**src/rtl/wkh_pkg.sv**
```systemverilog
package wkh_pkg;
  function automatic int ns_to_cyc(input int mhz, input int ns);
    int c;
    c = (mhz * ns) / 1000;
    return (c < 1) ? 1 : c;
  endfunction
endpackage

```
**src/rtl/wkh_sync.sv**
```systemverilog
module wkh_sync #(
  parameter int WIDTH = 2
) (
  input  logic             clk_i,
  input  logic             rst_ni,
  input  logic [WIDTH-1:0] d_i,
  output logic [WIDTH-1:0] q_o
);
  for (genvar b = 0; b < WIDTH; b++) begin : g_bit
    logic s1_q, s2_q;
    always_ff @(posedge clk_i or negedge rst_ni) begin
      if (!rst_ni) begin
        s1_q <= 1'b0;
        s2_q <= 1'b0;
      end else begin
        s1_q <= d_i[b];
        s2_q <= s1_q;
      end
    end
    assign q_o[b] = s2_q;
  end
endmodule

```
**src/rtl/wkh_self_timer.sv**
```systemverilog
module wkh_self_timer #(
  parameter int PERIOD_CYC = 100000,
  parameter int HIGH_CYC   = 50700
) (
  input  logic clk_i,
  input  logic rst_ni,
  input  logic stop_i,
  output logic pulse_o
);
  localparam int CNT_W = $clog2(PERIOD_CYC + 1);
  localparam logic [CNT_W-1:0] LAST = CNT_W'(PERIOD_CYC - 1);
  localparam logic [CNT_W-1:0] HIGH = CNT_W'(HIGH_CYC);

  logic [CNT_W-1:0] cnt_q;

  always_ff @(posedge clk_i or negedge rst_ni) begin
    if (!rst_ni)             cnt_q <= '0;
    else if (stop_i)         cnt_q <= '0;
    else if (cnt_q == LAST)  cnt_q <= '0;
    else                     cnt_q <= cnt_q + 1'b1;
  end

  assign pulse_o = !stop_i && (cnt_q < HIGH);


  wrap_range_chk: assert property (@(posedge clk_i) disable iff (!rst_ni)
    cnt_q <= LAST);
endmodule

```
**src/rtl/wkh_handover.sv**
```systemverilog
module wkh_handover #(
  parameter int KICKS = 16
) (
  input  logic clk_i,
  input  logic rst_ni,
  input  logic en_i,
  input  logic kick_rise_i,
  output logic handed_o
);
  localparam int KC_W = $clog2(KICKS + 1);
  localparam logic [KC_W-1:0] FULL = KC_W'(KICKS);

  logic [KC_W-1:0] cnt_q;
  logic            handed_q;

  always_ff @(posedge clk_i or negedge rst_ni) begin
    if (!rst_ni) begin
      cnt_q    <= '0;
      handed_q <= 1'b0;
    end else if (!handed_q) begin
      if (!en_i) cnt_q <= '0;
      else if (kick_rise_i && cnt_q != FULL) cnt_q <= cnt_q + 1'b1;
      if (en_i && cnt_q == FULL) handed_q <= 1'b1;
    end
  end

  assign handed_o = handed_q;


  cnt_bound_chk: assert property (@(posedge clk_i) disable iff (!rst_ni)
    cnt_q <= FULL);

  cnt_clear_chk: assert property (@(posedge clk_i) disable iff (!rst_ni)
    (!handed_q && !en_i) |=> (cnt_q == '0));

  handover_cond_chk: assert property (@(posedge clk_i) disable iff (!rst_ni)
    $rose(handed_q) |-> $past(en_i));

  handed_sticky_chk: assert property (@(posedge clk_i) disable iff (!rst_ni)
    handed_q |=> handed_q);
endmodule

```
**src/rtl/wkh_por_strobe.sv**
```systemverilog
module wkh_por_strobe #(
  parameter int POR_CYC = 10000
) (
  input  logic clk_i,
  input  logic rst_ni,
  output logic strobe_no
);
  localparam int PC_W = $clog2(POR_CYC + 1);
  localparam logic [PC_W-1:0] LAST = PC_W'(POR_CYC - 1);

  logic [PC_W-1:0] cnt_q;
  logic            done_q;

  always_ff @(posedge clk_i or negedge rst_ni) begin
    if (!rst_ni) begin
      cnt_q  <= '0;
      done_q <= 1'b0;
    end else if (!done_q) begin
      if (cnt_q == LAST) done_q <= 1'b1;
      else               cnt_q  <= cnt_q + 1'b1;
    end
  end

  assign strobe_no = done_q;


  strobe_hold_chk: assert property (@(posedge clk_i) disable iff (!rst_ni)
    strobe_no |=> strobe_no);
endmodule

```
**src/rtl/wdt_kick_handover.sv**
```systemverilog
module wdt_kick_handover
  import wkh_pkg::*;
#(
  parameter int CLK_MHZ        = 100,
  parameter int PERIOD_NS      = 1_000_000,
  parameter int HIGH_NS        = 507_000,
  parameter int POR_NS         = 100_000,
  parameter int HANDOVER_KICKS = 16
) (
  input  logic clk_i,
  input  logic rst_ni,
  input  logic host_en_i,
  input  logic host_kick_i,
  output logic wdi_o,
  output logic rst_strobe_no
);
  localparam int PERIOD_CYC = ns_to_cyc(CLK_MHZ, PERIOD_NS);
  localparam int HIGH_CYC   = ns_to_cyc(CLK_MHZ, HIGH_NS);
  localparam int POR_CYC    = ns_to_cyc(CLK_MHZ, POR_NS);

  logic [1:0] raw, syn;
  logic       en_s, kick_s, kick_q, kick_rise;
  logic       handed, self_pulse, armed_q, wdi_q;

  assign raw = {host_en_i, host_kick_i};

  wkh_sync #(.WIDTH(2)) u_sync (
    .clk_i(clk_i), .rst_ni(rst_ni), .d_i(raw), .q_o(syn)
  );
  assign en_s   = syn[1];
  assign kick_s = syn[0];

  always_ff @(posedge clk_i or negedge rst_ni) begin
    if (!rst_ni) kick_q <= 1'b0;
    else         kick_q <= kick_s;
  end
  assign kick_rise = kick_s && !kick_q;

  wkh_handover #(.KICKS(HANDOVER_KICKS)) u_hand (
    .clk_i(clk_i), .rst_ni(rst_ni), .en_i(en_s),
    .kick_rise_i(kick_rise), .handed_o(handed)
  );

  wkh_self_timer #(.PERIOD_CYC(PERIOD_CYC), .HIGH_CYC(HIGH_CYC)) u_timer (
    .clk_i(clk_i), .rst_ni(rst_ni), .stop_i(handed), .pulse_o(self_pulse)
  );

  wkh_por_strobe #(.POR_CYC(POR_CYC)) u_por (
    .clk_i(clk_i), .rst_ni(rst_ni), .strobe_no(rst_strobe_no)
  );

  // After handover, hold low until a fresh host edge, then follow the host.
  always_ff @(posedge clk_i or negedge rst_ni) begin
    if (!rst_ni) begin
      armed_q <= 1'b0;
      wdi_q   <= 1'b0;
    end else if (!handed) begin
      wdi_q <= self_pulse;
    end else begin
      if (kick_rise) armed_q <= 1'b1;
      wdi_q <= (armed_q || kick_rise) ? kick_s : 1'b0;
    end
  end

  assign wdi_o = wdi_q;


  self_silent_chk: assert property (@(posedge clk_i) disable iff (!rst_ni)
    (handed && $past(handed) && !$past(kick_s)) |-> !wdi_o);

  fwd_rise_chk: assert property (@(posedge clk_i) disable iff (!rst_ni)
    (handed && $past(handed) && $rose(wdi_o)) |-> $past(kick_s));

  reset_low_chk: assert property (@(posedge clk_i)
    !rst_ni |-> (!wdi_o && !rst_strobe_no));
endmodule

```
**config.mk**
```make
export PLATFORM = sky130hd
export DESIGN_NAME = wdt_kick_handover
export DESIGN_NICKNAME = d
export VERILOG_FILES = /design/src/rtl/wkh_pkg.sv /design/src/rtl/wkh_sync.sv /design/src/rtl/wkh_self_timer.sv /design/src/rtl/wkh_handover.sv /design/src/rtl/wkh_por_strobe.sv /design/src/rtl/wdt_kick_handover.sv
export SDC_FILE = /design/constraint.sdc
export NUM_CORES = 1
export LEC_CHECK = 0
export CAP_MARGIN = 10
export CELL_PAD_IN_SITES_DETAIL_PLACEMENT = 0
export CELL_PAD_IN_SITES_GLOBAL_PLACEMENT = 1
export CORE_UTILIZATION = 50
export CTS_BUF_LIST = sky130_fd_sc_hd__clkbuf_2 sky130_fd_sc_hd__clkbuf_4 sky130_fd_sc_hd__clkbuf_8
export DETAILED_ROUTE_END_ITERATION = 10
export PLACE_DENSITY_LB_ADDON = 0.12
export SYNTH_ARGS = -nofsm -noshare
export SYNTH_HDL_FRONTEND = slang
export SYNTH_SLANG_ARGS = --single-unit
```
**constraint.sdc**
```tcl
create_clock -name clk_i -period 3.1 [get_ports clk_i]
set_clock_uncertainty 0.15 [all_clocks]
set_input_delay 0.31 -clock clk_i [delete_from_list [all_inputs] [get_ports clk_i]]
set_output_delay 0.31 -clock clk_i [all_outputs]
set_load 0.02 [all_outputs]
```
== Word-level counts from Yosys, hierarchy flattened ==
Cells that the tools add are included.
Operators by class
  $add $sub $neg: 3
  $mul: 0
  div/mod/pow operators: 0
  magnitude comparators: 1
  eq/ne operators: 5
  shift operators: 0
  mux-type cells: 10
  bitwise operators: 3
  reductions and logical operators: 10
Operators by type and width (number)
  17-bit 2-to-1 mux: 2
  17-bit by 1-bit adder with 17-bit output (second input constant): 1
  17-bit == test (second input constant): 1
  17-bit by 16-bit less-than comparator with 1-bit output (second input constant): 1
  14-bit by 1-bit adder with 14-bit output (second input constant): 1
  14-bit == test (second input constant): 1
  5-bit 2-to-1 mux: 2
  1-bit 2-to-1 mux: 6
  2-bit AND reduction: 3
  5-bit by 1-bit adder with 5-bit output (second input constant): 1
  5-bit == test (second input constant): 1
  5-bit != test (second input constant): 1
  1-bit logical AND: 4
  1-bit NOT: 3
  1-bit logical NOT: 2
  2-bit by 1-bit != test with 1-bit output (second input constant): 1
  1-bit logical OR: 1
Storage, ports and cells
  register bits: 45
  bits in latches: 0
  RAM bits: 0
  ROM bits: 0
  bits of input ports: 4
  output and inout bits: 2
  memories kept: 0

== Logic depth before layout (Yosys ltp) ==
  depth in word-level cells: 5
  depth in mapped cells: 6

== By module ==
A second synthesis with hierarchy kept.
Second synthesis, totals
  cell total of the unflattened synthesis: 203
  area total of the unflattened synthesis: 2277.2 µm²
By module, submodules not included
  wkh_self_timer: instances 1, cells each 89, area an instance 925.9 µm², sequential area each 425.4 µm²
  wkh_por_strobe: instances 1, cells each 63, area an instance 748.2 µm², sequential area each 375.4 µm²
  wkh_handover: instances 1, cells each 36, area an instance 371.6 µm², sequential area each 150.1 µm²
  wdt_kick_handover: instances 1, cells each 9, area an instance 116.4 µm², sequential area each 75.1 µm²
  wkh_sync: instances 1, cells each 6, area an instance 115.1 µm², sequential area each 100.1 µm²

== Worst setup path before layout ==
Ideal clock, no wire load.
  path kind: register to register
  start: register u_por.cnt_q[0]
  end: register u_por.cnt_q[13]
  library setup time: 123 ps
  arrival time: 1481 ps
  path slack: 1346 ps
  cell stages (with the launch flop): 7
  buffers on the path: 1
  period minus slack after synthesis: 1754 ps
  cells stage by stage: dfrtp_1 ha_1 nor4b_1 a41oi_2 buf_6 nand4_1 xnor2_1
Between the ends
  cells in the longest elaborated chain, start to end: 3
  elaborated cells between the ends (all ways): 4
  those cells by class: add/sub: 1; eq/ne: 1; bitwise: 1; reduce/logical: 1
Ends and longest elaborated chain
  start: declaration: line wkh_por_strobe.sv:11  | logic [PC_W-1:0] cnt_q;
  start signal: assignment: line wkh_por_strobe.sv:20  | else cnt_q <= cnt_q + 1'b1;
  branches (longest 3 deep; another with 14-bit by 1-bit adder with 14-bit output)
Several ways; the timed one is not identified.
A chain may end at the register's enable or synchronous reset.

== Worst setup path in the final report ==
  start: register u_por.cnt_q[0]
  end: register u_por.cnt_q[1]
Same word-level chain as after synthesis.

==> metrics.md <==
| Metric | Value |
|---|---|
| Slew HR | between 30% and 40% |
| Post-cts resize count | 0 |
| Clk Latency, worst-skew pair | ~0.29 ns |
| Hold Crit Class | in2async |
| Net Switching | 257 µW |
| Placer Congestion | 0.819 |
| Grt total ovfl | 0 |
| Pleak | just under 0.001 µW |
| Combinational fraction of design power | around 5.7% |
| H-tree levels | 2 |
| Depth of the worst register-to-register path | 4 |
| Port bufs | 5 |
| FF+latch count, synth | between 40 and 50 |
| Diode count | 0 |
| Drt first-iter violations | 66 |
| Critical path class | reg2reg |
| Final Routed Wirelength | about 3600 µm |
| Die Wd | between 60 and 70 µm |
| Slew Viols, Final | 0 |
| Post-CTS Hold Buffers | 0 |
| Dominant synthesized flop cell | dfrtp_1 |
| Share of the synthesized area in the top cell type | 53.1% |
| Util after Layout | about 57% |
| Worst-path maximum fanout | 14 |
| Number of synthesized flops with an enable pin | 0 |
| RSZ-0062 raised after global routing | no |
| DRC Markers | 0 |
| Largest area contributor in the netlist | dfrtp_1 |
| Total track usage | around a fifth |
| # clock sinks | 45 |
| Switch share | 22.0% |
| Seq pwr share | 54.9% |
| Rows | 23 |
| Final setup viols | 0 |
| Core area | approximately 0.0040 mm² |
| Pint | 910 µW |
| Post-route ant nets | 0 |
| Crit. End Element | flop |
| Initial Util | 52.6% |
| CP required | about 3.1 ns |
| P per Cell Area | slightly above 500 mW/mm² |
| Post-synthesis average cell area | 11.0 µm² |
| First-pass GRT wire length | 6350 µm |
| Synth warn | 0 |
| CTS tree | built |
| WL per Instance | approximately 14 µm |
| Max-Cap Viols | 0 |
| Total CTS buffers | 5 |
| CP Cell Sequence | ha_1 -> nor4b_1 -> a41oi_2 -> mux2_2 |
| Crit path max-delay cell type | a41oi_2 |
| Setup TNS | 0 ns |
| CTS max path bufs | 2 |
| Clock Tree Root | clkbuf_8 |
| Largest net degree at the start of global routing | 46 |
| Clk pin slew, worst setup/hold paths | ~0.080 ns |
| Fmax | about 0.47 GHz |
| Area contributors post-synth | dfrtp_1 (53%), xnor2_1 (8.3%), nand3_1 (3.8%) |
| Syn_nets | 200 |
| Area Overhead vs Synth | 8.56% |
| Least-Margin Pin Slew | slightly below 1 ns |
| Final HPWL DP | about 2400 µm |
| Hold Fails Final Rpt | 0 |
| Vias per cell | approximately 5.6 |
| Die Y | ~67 µm |
| Register area share after synthesis | 53.1% |
| Post-synthesis cell area | around 0.0021 mm² |
| Run status | completed |
| Total number of vias | about 1400 |
| Post-CTS setup buffers | 0 |
| DR pass1 iterations | 4 |
| Initial antenna violation count | 0 |
| Mapped Cells | 192 |
| Clk pwr share | 39.4% |
| Tmin final | approximately 2.1 ns |
| CP max stage delay | 0.58 ns |
| Synth cell types | 40 |
| Num ports | 6 |
| Crit path arrival time | between 2 and 2.5 ns |
| Startpoint types | flop |
| Peak VDD IR | roughly 0.33 mV |
| Tcrit/Tclk final | 68.8% |
| Die area | roughly 0.0045 mm² |
| Vias in the first global route | about 1400 |
| Asr flop ratio synth | 100% |
| Final nets | about 210 |
| Share of cells above drive strength 1 | under 10% |
==> flip-flops by register name, indices dropped and copies added, names as in the netlist <==
name and flops:
u_sync.g_bit.s2_q 2, u_hand.cnt_q 5, u_por.cnt_q 14, u_por.strobe_no 1
armed_q 1, u_timer.cnt_q 17, u_sync.g_bit.s1_q 2, wdi_o 1
u_hand.handed_o 1, kick_q 1
==> worst max-delay path, delay by kind of cell (launching register included) <==
family	cells	cell delay [ns]
simple gates	1	0.19
compound gates	1	0.58
mux	1	0.40
flops	1	0.41
fa+ha+maj	1	0.29
==> synthesized netlist by cell type (2+ instances only) <==
| library cell | number |
|---|---|
| nor4b_1 | 4 |
| o21ai_0 | 5 |
| nor3_1 | 5 |
| and4_1 | 3 |
| buf_6 | 2 |
| nand4_1 | 8 |
| a21oi_1 | 3 |
| dfrtp_1 | 45 |
| and3_1 | 3 |
| or3_1 | 2 |
| nor2_1 | 20 |
| ha_1 | 4 |
| buf_4 | 2 |
| xnor2_1 | 20 |
| nand2b_1 | 3 |
| nand3_1 | 16 |
| nand2_1 | 8 |
| inv_1 | 7 |
| nor4_1 | 2 |
| and2_1 | 3 |
| xor2_1 | 8 |
==> logic make-up after synthesis <==
kind of cell               share of synthesized area, %
AOI/OAI and AO/OA                                  7.38
DFF                                                53.1
and+or+nand+nor                                    21.6
muxes                                             0.531
adders and majority gates                          2.36
buffers and inverters                              3.42
xor gates and xnor gates                           11.6
==> area by class of cell <==
type	instances	area [µm²]
Multi-Input combinational cell	134	921
Clock buffer	7	90.1
Sequential cell	45	1130
Fill cell	350	1730
Clock inverter	1	30.0
Tap cell	50	62.6
Inverter	7	26.3
Timing Repair Buffer	5	45.0
==> through the flow <==
stage	power [µW]	hold WS, ns	instance area (µm²)	worst slack [ns]	std cells
after floorplan	688	-0.136	2120	1.35	192
after detailed placement	718	0.190	2180	1.02	241
after global placement	712	0.187	2180	1.06	241
after global routing	1220	0.0952	2300	0.823	249
after CTS	1180	0.0506	2300	0.974	249
final	1170	0.0173	2300	0.968	249
==> power by group through the flow <==
stage | Sequential (µW) | Clock [µW] | Combinational (µW)
floorplan | 643 | 0 | 45.8
global placement | 648 | 0 | 64.6
detailed placement | 651 | 0 | 67.1
CTS | 640 | 474 | 68.1
global route | 645 | 502 | 77.5
finish | 641 | 460 | 66.5
==> layer usage <==
metal / wire length, µm / vias up / share of wire (%) / GRT usage (%)
li1: - / 686 / - / -
met1: 1770 / 685 / 50 / 24.6
met2: 1630 / 21 / 46 / 30.4
met3: 101 / 7 / 2.8 / 4.62
met4: 63 / 0 / 1.8 / 8.78
met5: 0 / - / 0 / 0
==> placed cells by master, fill, tap and decap left out, types with 2 or more instances in the layout <==
cell,n
and3_1,3
xnor2_1,20
xor2_1,8
or3_1,2
nor3_1,5
clkdlybuf4s50_1,4
and2_1,3
nor4_1,2
nand2_1,8
and4_1,3
inv_1,7
nand2b_1,3
nand4_1,8
ha_1,4
a21oi_1,3
nor4b_1,4
dfrtp_1,45
nor2_1,20
clkbuf_8,6
o21ai_0,5
nand3_1,16
==> final timing paths <==
path                                           start                    to  slack (ns)
worst min register to register  u_sync.g_bit[1].s1_q  u_sync.g_bit[1].s2_q        0.21
worst max-delay path                  u_por.cnt_q[0]        u_por.cnt_q[1]        0.97
min in group clk_i              u_sync.g_bit[1].s1_q  u_sync.g_bit[1].s2_q        0.21
worst max register to register        u_por.cnt_q[0]        u_por.cnt_q[1]        0.97
max in group asynchronous                     rst_ni       u_por.cnt_q[10]        2.19
worst min-delay path                          rst_ni       u_hand.cnt_q[3]        0.02
Power figures use the tool's default switching activity.
